`config.mk`:
```
export PLATFORM = sky130hd
export DESIGN_NAME = divcfg_iface
export DESIGN_NICKNAME = d
export VERILOG_FILES = /design/src/rtl/divcfg_pkg.sv /design/src/rtl/cfg_shift_reg.sv /design/src/rtl/cfg_load_ctrl.sv /design/src/rtl/clk_out_gate.sv /design/src/rtl/divcfg_iface.sv
export SDC_FILE = /design/constraint.sdc
export NUM_CORES = 1
export LEC_CHECK = 0
export BUFFER_PORTS_ARGS = -buffer_cell sky130_fd_sc_hd__buf_4
export CAP_MARGIN = 0
export CORE_UTILIZATION = 48
export CTS_CLUSTER_DIAMETER = 60
export DETAILED_ROUTE_END_ITERATION = 10
export GPL_ROUTABILITY_DRIVEN = 0
export PLACE_DENSITY = 0.76
export SLEW_MARGIN = 10
export SYNTH_ARGS = -nofsm -noshare
export SYNTH_HDL_FRONTEND = slang
export SYNTH_SLANG_ARGS = --single-unit
```
`constraint.sdc`:
```
create_clock -name clk -period 1.15 [get_ports clk]
set_input_delay 0.0575 -clock clk [delete_from_list [all_inputs] [get_ports clk]]
set_output_delay 0.0575 -clock clk [all_outputs]
set_load 0.01 [all_outputs]
```
`src/rtl/divcfg_pkg.sv`:
```
// Shared widths and the settings record for the divider configuration block.
// Assumes the serial frame is ordered T, N, M from its most significant end.
package divcfg_pkg;
    localparam int M_W     = 9;
    localparam int N_W     = 2;
    localparam int T_W     = 2;
    localparam int FRAME_W = T_W + N_W + M_W;

    typedef struct packed {
        logic [T_W-1:0] t;
        logic [N_W-1:0] n;
        logic [M_W-1:0] m;
    } cfg_t;
endpackage

```
`src/rtl/cfg_shift_reg.sv`:
```
// Serial frame shift register. Shifts ser_dat into bit 0 on each rising
// edge of ser_clk, seen against its value one clock earlier, in serial mode only.
// Assumes ser_clk is synchronous to clk and stays high or low for at least one clock.
module cfg_shift_reg #(
    parameter int W = divcfg_pkg::FRAME_W
) (
    input  logic         clk,
    input  logic         rst_n,
    input  logic         ser_mode,
    input  logic         ser_clk,
    input  logic         ser_dat,
    output logic [W-1:0] sr
);
    logic sclk_q;
    logic shift_en;

    // Track ser_clk one cycle back; during reset, follow the input so that release creates no edge.
    always_ff @(posedge clk) begin
        sclk_q <= ser_clk;
    end

    assign shift_en = ser_mode && ser_clk && !sclk_q;

    // One flop per frame bit: bit 0 takes the serial input, each other bit takes its lower neighbour.
    for (genvar i = 0; i < W; i++) begin : g_bit
        logic nxt;
        if (i == 0) begin : g_head
            assign nxt = ser_dat;
        end else begin : g_body
            assign nxt = sr[i-1];
        end
        always_ff @(posedge clk) begin
            if (!rst_n)        sr[i] <= 1'b0;
            else if (shift_en) sr[i] <= nxt;
        end
    end

    AST_SR_FROZEN_PIN_MODE: assert property (@(posedge clk) disable iff (!rst_n)
        !ser_mode |=> $stable(sr));
endmodule

```
`src/rtl/cfg_load_ctrl.sv`:
```
// Active settings register. A return of pl_n to high captures the pins with
// T cleared. In serial mode a high ser_ld copies the shift register every clock.
// Assumes pl_n and ser_ld are synchronous to clk.
module cfg_load_ctrl
    import divcfg_pkg::*;
(
    input  logic             clk,
    input  logic             rst_n,
    input  logic             pl_n,
    input  logic [M_W-1:0]   par_m,
    input  logic [N_W-1:0]   par_n,
    input  logic             ser_ld,
    input  logic [FRAME_W-1:0] sr,
    output cfg_t             cfg_q
);
    logic pl_q;
    logic pin_load;
    logic ser_xfer;

    // Track the strobe one cycle back; during reset, follow it so that release creates no edge.
    always_ff @(posedge clk) begin
        pl_q <= pl_n;
    end

    assign pin_load = pl_n && !pl_q;
    assign ser_xfer = pl_n && pl_q && ser_ld;

    // Update the settings: pin capture first, then serial transfer, otherwise hold.
    always_ff @(posedge clk) begin
        if (!rst_n) begin
            cfg_q <= '0;
        end else if (pin_load) begin
            cfg_q.m <= par_m;
            cfg_q.n <= par_n;
            cfg_q.t <= '0;
        end else if (ser_xfer) begin
            cfg_q <= cfg_t'(sr);
        end
    end

    AST_HOLD_STROBE_LOW: assert property (@(posedge clk) disable iff (!rst_n)
        !pl_n |=> $stable(cfg_q));
    AST_PIN_CAPTURE: assert property (@(posedge clk) disable iff (!rst_n)
        (pl_n && !pl_q) |=> (cfg_q.m == $past(par_m) && cfg_q.n == $past(par_n) && cfg_q.t == '0));
    AST_SER_TRANSFER: assert property (@(posedge clk) disable iff (!rst_n)
        (pl_n && pl_q && ser_ld) |=> (cfg_q == cfg_t'($past(sr))));
    AST_SER_IDLE_HOLD: assert property (@(posedge clk) disable iff (!rst_n)
        (pl_n && pl_q && !ser_ld) |=> $stable(cfg_q));
endmodule

```
`src/rtl/clk_out_gate.sv`:
```
// Output clock gating. A high master reset forces each true output low and
// each complementary output high. Assumes raw_clk comes from the divider counters.
module clk_out_gate #(
    parameter int NOUT = 2
) (
    input  logic            mreset,
    input  logic [NOUT-1:0] raw_clk,
    output logic [NOUT-1:0] fout,
    output logic [NOUT-1:0] fout_b
);
    // One gated differential pair per output.
    for (genvar i = 0; i < NOUT; i++) begin : g_pair
        assign fout[i]   = raw_clk[i] & ~mreset;
        assign fout_b[i] = ~(raw_clk[i] & ~mreset);
        always_comb begin
            if (mreset) AST_PAIR_HELD: assert (fout[i] == 1'b0 && fout_b[i] == 1'b1);
        end
    end
endmodule

```
`src/rtl/divcfg_iface.sv`:
```
// Divider configuration top level. It joins the serial shift register, the
// active settings register and the output clock gating, and drives the test output.
// Assumes every control input is synchronous to clk.
module divcfg_iface
    import divcfg_pkg::*;
#(
    parameter int NOUT = 2
) (
    input  logic            clk,
    input  logic            rst_n,
    input  logic            pl_n,
    input  logic [8:0]      par_m,
    input  logic [1:0]      par_n,
    input  logic            ser_clk,
    input  logic            ser_dat,
    input  logic            ser_ld,
    input  logic            mreset,
    input  logic [NOUT-1:0] raw_clk,
    output logic [8:0]      m_val,
    output logic [1:0]      n_val,
    output logic [1:0]      t_val,
    output logic            test_out,
    output logic [NOUT-1:0] fout,
    output logic [NOUT-1:0] fout_b
);
    logic [FRAME_W-1:0] sr;
    cfg_t               cfg_q;

    cfg_shift_reg #(.W(FRAME_W)) u_sr (
        .clk(clk), .rst_n(rst_n), .ser_mode(pl_n),
        .ser_clk(ser_clk), .ser_dat(ser_dat), .sr(sr)
    );

    cfg_load_ctrl u_ld (
        .clk(clk), .rst_n(rst_n), .pl_n(pl_n), .par_m(par_m), .par_n(par_n),
        .ser_ld(ser_ld), .sr(sr), .cfg_q(cfg_q)
    );

    clk_out_gate #(.NOUT(NOUT)) u_gate (
        .mreset(mreset), .raw_clk(raw_clk), .fout(fout), .fout_b(fout_b)
    );

    // Expose the settings and the end of the chain in serial mode.
    assign m_val    = cfg_q.m;
    assign n_val    = cfg_q.n;
    assign t_val    = cfg_q.t;
    assign test_out = pl_n & sr[FRAME_W-1];

    AST_MR_NO_EFFECT: assert property (@(posedge clk) disable iff (!rst_n)
        (mreset && !pl_n) |=> $stable({t_val, n_val, m_val}));
endmodule

```
==> impl_table.tex <==
\begin{tabular}{lr}
\hline
Metric & Value \\
\hline
\multicolumn{2}{l}{\textbf{Synth}} \\
Number of flops mapped to enable cells by yosys & 0 \\
Most numerous cell in the Yosys netlist & sky130\_fd\_sc\_hd\_\_dfxtp\_1 \\
Cell types occupying the most area after synthesis & sky130\_fd\_sc\_hd\_\_dfxtp\_1 47\%, sky130\_fd\_sc\_hd\_\_nand3\_1 10\%, sky130\_fd\_sc\_hd\_\_mux2i\_1 8.5\% \\
Yosys warning total & 0 \\
Cell type with the highest aggregate area in the netlist & sky130\_fd\_sc\_hd\_\_dfxtp\_1 \\
Post-Syn Area per Cell & 9.24 um\^{}2 \\
Part of the Yosys area used for sequential elements & between 40\% and 50\% \\
Number of different library cells in the post-synthesis netlist & 23 \\
Area share of the largest cell type after synthesis & 47.4\% \\
Flip-flop and latch count after synthesis & 28 \\
Syn Nets & $\sim$150 \\
Most numerous cell types in the synthesized netlist & 28 x sky130\_fd\_sc\_hd\_\_dfxtp\_1, 24 x sky130\_fd\_sc\_hd\_\_nand3\_1, 16 x sky130\_fd\_sc\_hd\_\_nand2\_1 \\
Post-Syn Area & 1180 um\^{}2 \\
Async SR Flop Fraction & 0\% \\
Post-Synthesis Cells & 128 \\
Top FF cell, synth & sky130\_fd\_sc\_hd\_\_dfxtp\_1 \\
\multicolumn{2}{l}{\textbf{Layout}} \\
Core Util, Final & around two thirds \\
Share of layout cells above drive strength 1 & 29.4\% \\
Area delta synth->final & 28.8\% \\
Antenna Cells & 0 \\
Number of nets in the layout & between 150 and 200 \\
Post-route non-filler standard cell count & 191 \\
Layout filler cell count & 192 \\
\multicolumn{2}{l}{\textbf{Floorplanning}} \\
Number of primary I/O pins & 38 \\
Die width & 51.6 um \\
Effective utilization at floorplan & between 50\% and 60\% \\
Die area & 2670 um\^{}2 \\
Standard-cell row count & 17 \\
Die Y & 51.6 um \\
Area of the core region & 2280 um\^{}2 \\
\multicolumn{2}{l}{\textbf{Placed design}} \\
Cell total after placement & 184 \\
Placed wire-length estimate after detailed placement & about 1800 um \\
Count of buffers from port buffering & 37 \\
\multicolumn{2}{l}{\textbf{Timing}} \\
Final setup violating endpoints & 0 \\
Setup tns final & 0 ns \\
Worst clock skew & 0.00174 ns \\
Headroom to the max-slew limit & around three quarters \\
Transition time at the pin with the least slew margin & 0.365 ns \\
Tcrit/Tclk final & between 90\% and 100\% \\
Total count of max-transition violations in the final report & 0 \\
Maximum clock frequency & 922 MHz \\
Worst hold slack & around 0.050 ns \\
Hold violation count in the final report & 0 \\
Min cycle time layout & 1.08 ns \\
Setup repair after global routing missed its margin & false \\
\multicolumn{2}{l}{\textbf{CTS}} \\
Register clock-pin slew on the reported worst setup and hold paths & about 0.15 ns \\
Post-CTS Setup Inserts & 0 \\
Clock tree from TritonCTS & yes \\
Clock tree root driver cell & sky130\_fd\_sc\_hd\_\_clkbuf\_4 \\
Number of clock sinks & 28 \\
Bufs on Longest Clock Path & 2 \\
CTS HTree Levels & 1 \\
Source-to-sink clock delay at the later pin of the worst-skew pair & 0.32 ns \\
Inserted Clock Buffers & 3 \\
\multicolumn{2}{l}{\textbf{Power and ir drop}} \\
Power density cells & 1160 nW/um\^{}2 \\
Leakage power & approximately 0.75 nW \\
Power consumption & between 1.5 and 2 mW \\
Worst supply voltage drop on vdd & 0.900 mV \\
\multicolumn{2}{l}{\textbf{Worst setup path}} \\
Reg2Reg Depth & 4 \\
Critical Path RT & 1.38 ns \\
Worst setup startpoint & u\_ld.pl\_q\$\_DFF\_P\_ \\
Register-to-register path setup slack & $\sim$0.066 ns \\
Buffers and inverters on the worst path & 1 \\
RR Endpoint & u\_ld.cfg\_q[5]\$\_SDFFE\_PN0P\_ \\
Startpoint of the worst-slack reg-to-reg timing path & u\_ld.pl\_q\$\_DFF\_P\_ \\
Crit start category & flip-flop \\
Type of destination of the critical path & flip-flop \\
Cell chain of the critical path & buf\_12 -> nand2b\_4 -> and2\_4 -> o211a\_1 \\
Type of the setup path with the least slack & reg -> reg \\
Data arrival time of the worst path & 1.31 ns \\
Highest cell delay on the worst timing path & 0.37 ns \\
Cell with the largest stage delay on the worst path & sky130\_fd\_sc\_hd\_\_dfxtp\_2 \\
Cell family with the largest share of critical-path delay & flip-flops \\
Largest fanout on the critical path & 14 \\
\multicolumn{2}{l}{\textbf{GRT}} \\
Initial antenna violation count & 0 \\
Overall Global Routing Usage & 21.1\% \\
Fraction of met2 tracks used by global routing & 35.9\% \\
Via count of the first global-routing pass & about 950 \\
Global-route track usage on met3 & 2.92\% \\
Maximum number of pins on one net before global-route repair & 41 \\
Fraction of met1 tracks used by global routing & 27.8\% \\
Most heavily used metal layer in global routing & met2 \\
Global route overflow & 0 \\
First-pass GRT wire length & 4150 um \\
\multicolumn{2}{l}{\textbf{Run status}} \\
Outcome & completed \\
\multicolumn{2}{l}{\textbf{Hold path}} \\
End point of the most critical hold path & u\_ld.cfg\_q[7]\$\_SDFFE\_PN0P\_ \\
Min-delay src & pl\_n \\
Hold Crit Class & in -> reg \\
Hold path cells & 2 \\
\multicolumn{2}{l}{\textbf{Route}} \\
Vias/cell & 5.34 \\
DRC violation total after the first TritonRoute iteration & 16 \\
DR pass1 iterations & 4 \\
Antenna-violating nets left & 0 \\
Via count of the routed design & 1019 \\
Final routed DRC violation total & 0 \\
Routed wire per std cell & 13.4 um \\
Overall routed net length & 2560 um \\
\multicolumn{2}{l}{\textbf{Run}} \\
Max-Cap Viols & 0 \\
\hline
\end{tabular}
metrics by stage:
step | setup WS [ns] | area (um^2)
after floorplan | 0.0841 | 1180
after global placement | 0.0925 | 1460
after detailed placement | 0.0507 | 1460
after CTS | 0.0317 | 1520
after global routing | 0.0169 | 1520
final | 0.0660 | 1520
where the power goes:
part	leakage [nW]	switching, mW	internal [mW]
logic	0.500	0.126	0.150
clock network	0.0210	0.280	0.193
registers	0.229	0.0182	1.00
repair_timing:
action	in CTS	in global routing
hold endpoints to repair	3	0
hold buffers	3	0
setup endpoints to repair	0	3
resized for setup	0	1
worst max path at each step:
| stage | to | cells past startpoint |
|---|---|---|
| final | u_ld.cfg_q[5]$_SDFFE_PN0P_ | 4 |
| after CTS | u_ld.cfg_q[5]$_SDFFE_PN0P_ | 4 |
| after global routing | u_ld.cfg_q[7]$_SDFFE_PN0P_ | 5 |
| after floorplan | u_ld.cfg_q[0]$_SDFFE_PN0P_ | 5 |
| after detailed placement | u_ld.cfg_q[5]$_SDFFE_PN0P_ | 4 |
| after global placement | u_ld.cfg_q[1]$_SDFFE_PN0P_ | 4 |
layout by cell type, fill, tap and decap left out, drive strengths merged:
master,n
dlygate4sd3,3
o211a,10
clkbuf,4
mux2i,10
a21oi,1
o22ai,2
nand3b,2
inv,3
nand2b,3
dfxtp,28
buf,40
a211oi,1
and2,2
nand2,16
o21ai,14
nand3,24
registers in the layout, summed over array words and instances, names as in the netlist:
name	flops
u_ld.cfg_q	13
u_ld.pl_q	1
u_sr.g_bit.nxt	12
u_sr.sclk_q	1
u_sr.sr	1
logic make-up (layout without fill, tap and decap cells):
logic type      count (synthesis)  count (layout)  share of synthesized area, %
buf+inv                        15              50                          7.30
mux                            10              10                          8.47
simple gates                   47              47                          20.3
compound gates                 28              28                          16.5
flops                          28              28                          47.4
worst reg2reg max path, cell delays in order, from the launching register on:
cell	delay, ns
sky130_fd_sc_hd__dfxtp_2	0.37
sky130_fd_sc_hd__buf_12	0.15
sky130_fd_sc_hd__nand2b_4	0.06
sky130_fd_sc_hd__and2_4	0.20
sky130_fd_sc_hd__o211a_1	0.22
routing by layer:
| layer | vias up | wire [um] |
|---|---|---|
| met5 | - | 0 |
| met4 | 0 | 0 |
| met3 | 0 | 141 |
| met2 | 31 | 1280 |
| met1 | 470 | 1130 |
| li1 | 518 | - |
final cells by class:
| cell class | count | area, um^2 | area share, % |
|---|---|---|---|
| Sequential cell | 28 | 562 | 36.9 |
| Multi-Input combinational cell | 85 | 536 | 35.2 |
| Timing Repair Buffer | 43 | 343 | 22.5 |
| Clock buffer | 4 | 36.3 | 2.38 |
| Tap cell | 28 | 35.0 | 2.30 |
| Inverter | 3 | 11.3 | 0.740 |
Note: power is estimated with default switching activity, not from simulation.
